File: config.mk
export PLATFORM = sky130hd
export DESIGN_NAME = bus_lock_seq
export DESIGN_NICKNAME = d
export VERILOG_FILES = /design/src/rtl/bus_lock_pkg.sv /design/src/rtl/bus_lock_plan.sv /design/src/rtl/bus_lock_fsm.sv /design/src/rtl/bus_lock_seq.sv
export SDC_FILE = /design/constraint.sdc
export NUM_CORES = 1
export LEC_CHECK = 0
export BUFFER_PORTS_ARGS = -buffer_cell sky130_fd_sc_hd__buf_2
export CORE_UTILIZATION = 40
export CTS_CLUSTER_SIZE = 12
export DETAILED_ROUTE_END_ITERATION = 12
export PLACE_DENSITY = 0.77
export SYNTH_ARGS = -nofsm -noshare
export SYNTH_HDL_FRONTEND = slang
export SYNTH_HIERARCHICAL = 1
export SYNTH_SLANG_ARGS = --single-unit
File: constraint.sdc
create_clock -name clk -period 5.5 [get_ports clk]
set_clock_uncertainty 0.2 [all_clocks]
set_input_delay 1.375 -clock clk [delete_from_list [all_inputs] [get_ports clk]]
set_output_delay 1.375 -clock clk [all_outputs]
set_load 0.02 [all_outputs]
File: src/rtl/bus_lock_pkg.sv
// Shared types and constants for the bus lock sequencer.
// Assumes a sequence needs at most three cycles per phase (CNT_W bits).
package bus_lock_pkg;

    localparam int CNT_W = 2;

    // Decoded instruction kinds as driven by the decoder.
    typedef enum logic [4:0] {
        OP_OTHER = 5'd0,
        OP_BTS   = 5'd1,
        OP_BTR   = 5'd2,
        OP_BTC   = 5'd3,
        OP_XCHG  = 5'd4,
        OP_ADD   = 5'd5,
        OP_ADC   = 5'd6,
        OP_SUB   = 5'd7,
        OP_SBB   = 5'd8,
        OP_AND   = 5'd9,
        OP_OR    = 5'd10,
        OP_XOR   = 5'd11,
        OP_INC   = 5'd12,
        OP_DEC   = 5'd13,
        OP_NOT   = 5'd14,
        OP_NEG   = 5'd15,
        OP_MOV   = 5'd16,
        OP_CMP   = 5'd17
    } op_kind_e;

    // Implicit system accesses that the processor itself starts.
    typedef enum logic [2:0] {
        SYS_NONE     = 3'd0,
        SYS_INTACK   = 3'd1,
        SYS_TASKBUSY = 3'd2,
        SYS_DESCLOAD = 3'd3,
        SYS_PTESTAT  = 3'd4
    } sys_kind_e;

    // Work order handed from the planner to the cycle sequencer.
    typedef struct packed {
        logic             illegal;
        logic             locked;
        logic             bypass;
        logic [CNT_W-1:0] n_rd;
        logic [CNT_W-1:0] n_wr;
    } seq_plan_t;

    // True for the kinds on which the lock prefix may appear.
    function automatic logic prefix_allowed(input logic [4:0] kind);
        case (kind)
            OP_BTS, OP_BTR, OP_BTC, OP_XCHG,
            OP_ADD, OP_ADC, OP_SUB, OP_SBB, OP_AND, OP_OR, OP_XOR,
            OP_INC, OP_DEC, OP_NOT, OP_NEG: return 1'b1;
            default:                        return 1'b0;
        endcase
    endfunction

endpackage

File: src/rtl/bus_lock_plan.sv
// Request planner: turns one request into a work order (legality, lock,
// bypass, read and write counts). Purely combinational.
// Assumes: every memory-destination instruction is a read-modify-write;
// system codes outside the known set count as "none".
module bus_lock_plan
    import bus_lock_pkg::*;
#(
    parameter int INTACK_CYCLES = 2,
    parameter int DESC_WORDS    = 2,
    parameter int SPLIT_PARTS   = 2
) (
    input  logic [4:0] kind,
    input  logic       lock_pfx,
    input  logic       mem_dst,
    input  logic       misaligned,
    input  logic [2:0] sys,
    output seq_plan_t  plan
);

    localparam logic [CNT_W-1:0] INTACK_N = CNT_W'(INTACK_CYCLES);
    localparam logic [CNT_W-1:0] DESC_N   = CNT_W'(DESC_WORDS);
    localparam logic [CNT_W-1:0] SPLIT_N  = CNT_W'(SPLIT_PARTS);
    localparam logic [CNT_W-1:0] ONE_N    = CNT_W'(1);

    logic [CNT_W-1:0] parts;

    // Number of bus cycles per phase for an instruction operand.
    always_comb parts = misaligned ? SPLIT_N : ONE_N;

    // Build the work order; system accesses take priority over the instruction.
    always_comb begin
        plan = '0;
        case (sys)
            SYS_INTACK: begin
                plan.locked = 1'b1;
                plan.n_rd   = INTACK_N;
            end
            SYS_TASKBUSY: begin
                plan.locked = 1'b1;
                plan.n_rd   = ONE_N;
                plan.n_wr   = ONE_N;
            end
            SYS_DESCLOAD: begin
                plan.locked = 1'b1;
                plan.n_rd   = DESC_N;
            end
            SYS_PTESTAT: begin
                plan.locked = 1'b1;
                plan.bypass = 1'b1;
                plan.n_rd   = ONE_N;
                plan.n_wr   = ONE_N;
            end
            default: begin
                if (lock_pfx && !(prefix_allowed(kind) && mem_dst)) begin
                    plan.illegal = 1'b1;
                end else if (mem_dst) begin
                    plan.locked = lock_pfx || (kind == OP_XCHG);
                    plan.n_rd   = parts;
                    plan.n_wr   = parts;
                end
            end
        endcase
    end

endmodule

File: src/rtl/bus_lock_fsm.sv
// Cycle sequencer: plays a loaded work order onto the bus as a read phase
// then a write phase, holding lock and bypass for the whole sequence.
// Assumes start is only raised while idle and with a non-zero read count.
module bus_lock_fsm
    import bus_lock_pkg::*;
(
    input  logic             clk,
    input  logic             rst_n,
    input  logic             start,
    input  logic [CNT_W-1:0] ld_rd,
    input  logic [CNT_W-1:0] ld_wr,
    input  logic             ld_lock,
    input  logic             ld_bypass,
    input  logic             bus_ready,
    output logic             bus_valid,
    output logic             bus_write,
    output logic [CNT_W-1:0] bus_part,
    output logic             bus_bypass,
    output logic             bus_lock,
    output logic             busy
);

    logic             active_q;
    logic             wr_phase_q;
    logic [CNT_W-1:0] remain_q;
    logic [CNT_W-1:0] part_q;
    logic [CNT_W-1:0] wr_total_q;
    logic             lock_q;
    logic             bypass_q;
    logic             last_in_phase;

    // The current cycle is the final one of its phase.
    always_comb last_in_phase = (remain_q <= CNT_W'(1));

    // Sequence state: load on start, advance on each completed bus cycle.
    always_ff @(posedge clk) begin
        if (!rst_n) begin
            active_q   <= 1'b0;
            wr_phase_q <= 1'b0;
            remain_q   <= '0;
            part_q     <= '0;
            wr_total_q <= '0;
            lock_q     <= 1'b0;
            bypass_q   <= 1'b0;
        end else if (!active_q) begin
            if (start) begin
                active_q   <= 1'b1;
                wr_phase_q <= 1'b0;
                remain_q   <= ld_rd;
                part_q     <= '0;
                wr_total_q <= ld_wr;
                lock_q     <= ld_lock;
                bypass_q   <= ld_bypass;
            end
        end else if (bus_ready) begin
            if (!last_in_phase) begin
                remain_q <= remain_q - CNT_W'(1);
                part_q   <= part_q + CNT_W'(1);
            end else if (!wr_phase_q && (wr_total_q != '0)) begin
                wr_phase_q <= 1'b1;
                remain_q   <= wr_total_q;
                part_q     <= '0;
            end else begin
                active_q   <= 1'b0;
                wr_phase_q <= 1'b0;
                remain_q   <= '0;
                part_q     <= '0;
                lock_q     <= 1'b0;
                bypass_q   <= 1'b0;
            end
        end
    end

    // Bus-facing view of the sequence state.
    always_comb begin
        bus_valid  = active_q;
        bus_write  = active_q && wr_phase_q;
        bus_part   = active_q ? part_q : '0;
        bus_lock   = active_q && lock_q;
        bus_bypass = active_q && bypass_q;
        busy       = active_q;
    end

endmodule

File: src/rtl/bus_lock_seq.sv
// Bus lock sequencer top: accepts one request at a time, raises the
// undefined-opcode pulse for an illegal lock prefix, and otherwise hands
// the planned bus cycles to the sequencer.
// Assumes the bus unit keeps request fields stable while req_valid is high.
module bus_lock_seq
    import bus_lock_pkg::*;
#(
    parameter int INTACK_CYCLES = 2,
    parameter int DESC_WORDS    = 2,
    parameter int SPLIT_PARTS   = 2
) (
    input  logic       clk,
    input  logic       rst_n,
    input  logic       req_valid,
    output logic       req_ready,
    input  logic [4:0] req_kind,
    input  logic       req_lock_pfx,
    input  logic       req_mem_dst,
    input  logic       req_misaligned,
    input  logic [2:0] req_sys,
    output logic       bus_valid,
    input  logic       bus_ready,
    output logic       bus_write,
    output logic [1:0] bus_part,
    output logic       bus_bypass,
    output logic       bus_lock,
    output logic       busy,
    output logic       ud_exc
);

    seq_plan_t        plan;
    logic             accept;
    logic             start;
    logic             ud_q;
    logic [CNT_W-1:0] part_w;

    bus_lock_plan #(
        .INTACK_CYCLES(INTACK_CYCLES),
        .DESC_WORDS   (DESC_WORDS),
        .SPLIT_PARTS  (SPLIT_PARTS)
    ) u_plan (
        .kind      (req_kind),
        .lock_pfx  (req_lock_pfx),
        .mem_dst   (req_mem_dst),
        .misaligned(req_misaligned),
        .sys       (req_sys),
        .plan      (plan)
    );

    // Handshake: a request is taken only while no sequence runs.
    always_comb begin
        req_ready = !busy;
        accept    = req_valid && req_ready;
        start     = accept && !plan.illegal && (plan.n_rd != '0);
    end

    bus_lock_fsm u_fsm (
        .clk       (clk),
        .rst_n     (rst_n),
        .start     (start),
        .ld_rd     (plan.n_rd),
        .ld_wr     (plan.n_wr),
        .ld_lock   (plan.locked),
        .ld_bypass (plan.bypass),
        .bus_ready (bus_ready),
        .bus_valid (bus_valid),
        .bus_write (bus_write),
        .bus_part  (part_w),
        .bus_bypass(bus_bypass),
        .bus_lock  (bus_lock),
        .busy      (busy)
    );

    always_comb bus_part = 2'(part_w);

    // One-cycle exception pulse after an illegal request is taken.
    always_ff @(posedge clk) begin
        if (!rst_n) ud_q <= 1'b0;
        else        ud_q <= accept && plan.illegal;
    end

    always_comb ud_exc = ud_q;

endmodule

==> run metrics <==
mapped cell area=724 um2; post-synthesis register bit count=11; antenna fix cells=0; hold-fix buffers at CTS=0; fraction of layout cells with a size suffix above 1=0.317; Total Power=0.000200 W; post-route ant nets=0; port bufs=23; RePlAce Congestion=0.818; Synth cell types=38; Clk network pwr share=0.281; synthesis-to-layout area growth=18.7%; final setup vio count=0; CTS buffer count=3; CP max-delay cell=nor2b_1; die area=1990 um2; grt ovf=0; via count=666; Multi-input gate area=444 um2; Net Sw Power=0.0000637 W; Worst Path Required=5.46 ns; Max Clk Rate=277 MHz; Hold Fails Final Rpt=0; Pint=0.000136 W; crit-path cells=buf_2 -> a21boi_0 -> o211ai_2 -> a21oi_1 -> nor2_1 -> nor4b_2 -> nor2b_1 -> o32ai_4 -> a32o_1; Clock Tree Buf Depth=2; vias in the first global route=578; Syn. warnings=6; Initial Utilization=0.424; commonest non-fill, non-tap cells in the layout=23 x buf_2, 11 x dfxtp_1, 6 x and2_1; first-pass GRT wire length=2320 um; CTS resizes=0; WP data arrival=3.57 ns; Clock transition at path regs=0.06 ns; min Tclk post-route=3.61 ns; GRT Total Usage=0.163; CP Max Fanout=7; Seq/Total Area, Yosys=0.304; largest net degree at the start of global routing=23; RSZ-0062 raised after global routing=false; sequential power share=0.476; register area=220 um2; met1 global-route usage=0.203; Combinational Power Share=0.243; Place WS=1.61 ns; met2 usage=0.244; average size of a mapped cell=8.83 um2; Max Slew Vio Count=0; Post-DP HPWL=1100 um; CP Capture Type=flip-flop; met3 GRT Util=0.0776; status=finished clean; WL final=1420 um; Die Ht=44.6 um; post-CTS setup buffer count=0; max-cap violations=0; slowest stage delay, CP=0.59 ns; Final TNS setup=0 ns; P_leak=0.359 nW; Worst Hold Class=flip-flop to flip-flop; Worst slew margin=0.554; row count=15; Cells after Synth=82; Startpoint Class=primary input; core area=1710 um2; VDD IR-drop max=187 uV; # DRC=0; PwrDens=233 nW/um2; Crit Path Class=primary input to flip-flop; Die Wd=44.6 um; I/O Pins=24; post-synth net total=97; initial antenna violation count=0; later-pin clock latency in the skew report=0.28 ns; DRC marker count from the first detailed-route iteration=15; root buf cell=clkbuf_4; H-tree levels=1; # clock sinks=11; CTS tree=yes; vias per inst=5.16; grt peak-use layer=met2; crit share post-route=0.656; wire per inst=11.0 um; commonest non-fill, non-tap cell in the layout=buf_2; FILL cells=174; Pre-antenna DRT Iters=4; Layout Nets=120; Slew @ Worst Pin=0.668 ns; Final Worst Setup Slack=1.89 ns; Switching Share=0.318
-- critical path: cells and delay by family --
family	cells	cell delay, ns
AOI/OAI and AO/OA	5	1.07
and+or+nand+nor	3	1.01
buffers and inverters	1	0.12
-- cell families after synthesis --
family / count (synthesis) / share of synthesized area
AND/OR/NAND/NOR: 30 / 0.266
AO/OA/AOI/OAI: 22 / 0.240
flip-flops: 11 / 0.304
buffers and inverters: 11 / 0.0829
multiplexers: 5 / 0.0708
XOR/XNOR: 3 / 0.0363
-- cell type report --
cell class,count,area share
Clock buffer,4,0.0306
Inverter,6,0.0262
Multi-Input combinational cell,60,0.517
Sequential cell,11,0.256
Tap cell,25,0.0364
Timing Repair Buffer,23,0.134
-- registers in the layout (all words and copies together) (netlist names) --
signal            cells
u_fsm/lock_q          1
ud_exc                1
u_fsm/bypass_q        1
u_fsm/bus_valid       1
u_fsm/remain_q        2
u_fsm/wr_total_q      2
u_fsm/wr_phase_q      1
u_fsm/part_q          2
-- metal layers --
layer / share of wire / routed length (um)
met1: 0.46 / 658
met2: 0.45 / 644
met3: 0.073 / 103
met4: 0.0078 / 11
met5: 0 / 0
-- path summary, 6_finish.rpt --
check	start	endpoint	slack, ns	cells past startpoint
max	req_lock_pfx	u_fsm/bypass_q	1.89	9
min	u_fsm/bypass_q	u_fsm/bypass_q	0.26	1
max reg2reg	u_fsm/bus_valid	u_fsm/bypass_q	3.20	4
min reg2reg	u_fsm/bypass_q	u_fsm/bypass_q	0.26	1
-- power by group through the flow --
stage	Clock, W	Sequential (W)	Combinational, W
floorplan	0	0.0000925	0.0000411
detailed placement	0	0.0000965	0.0000487
finish	0.0000561	0.0000953	0.0000487
global route	0.0000617	0.0000968	0.0000535
global placement	0	0.0000966	0.0000479
CTS	0.0000575	0.0000949	0.0000488
-- through the flow --
stage	cells	util	cell area [um2]	hold WS, ns
after floorplan	82	-	724	0.234
after global placement	125	0.488	833	0.254
after detailed placement	125	0.488	833	0.254
after CTS	129	0.503	860	0.272
after global routing	129	0.503	860	0.297
final	129	0.503	860	0.263
-- Yosys cell counts, drive strengths merged --
master | count | area [um2]
nand4b | 1 | 8.76
mux2 | 1 | 11.3
buf | 4 | 33.8
nor3 | 1 | 5.00
o2111ai | 1 | 8.76
and3b | 1 | 12.5
nor4 | 1 | 6.26
a32o | 2 | 20.0
o22ai | 1 | 6.26
o311a | 1 | 10.0
o211ai | 3 | 27.5
and4 | 1 | 8.76
a21boi | 1 | 7.51
xor2 | 2 | 17.5
nor3b | 1 | 7.51
xnor2 | 1 | 8.76
and3 | 1 | 6.26
nand2 | 2 | 7.51
nand3 | 2 | 10.0
dfxtp | 11 | 220
nor2 | 5 | 18.8
inv | 6 | 22.5
nand2b | 3 | 18.8
and2 | 6 | 37.5
nor4b | 1 | 15.0
o21a | 1 | 7.51
o21ai | 6 | 30.0
nor2b | 3 | 18.8
o32ai | 1 | 27.5
or4 | 1 | 11.3
clkbuf | 1 | 3.75
a22o | 1 | 8.76
mux2i | 4 | 40.0
a21oi | 4 | 20.0
(Power assumes the default switching activity.)
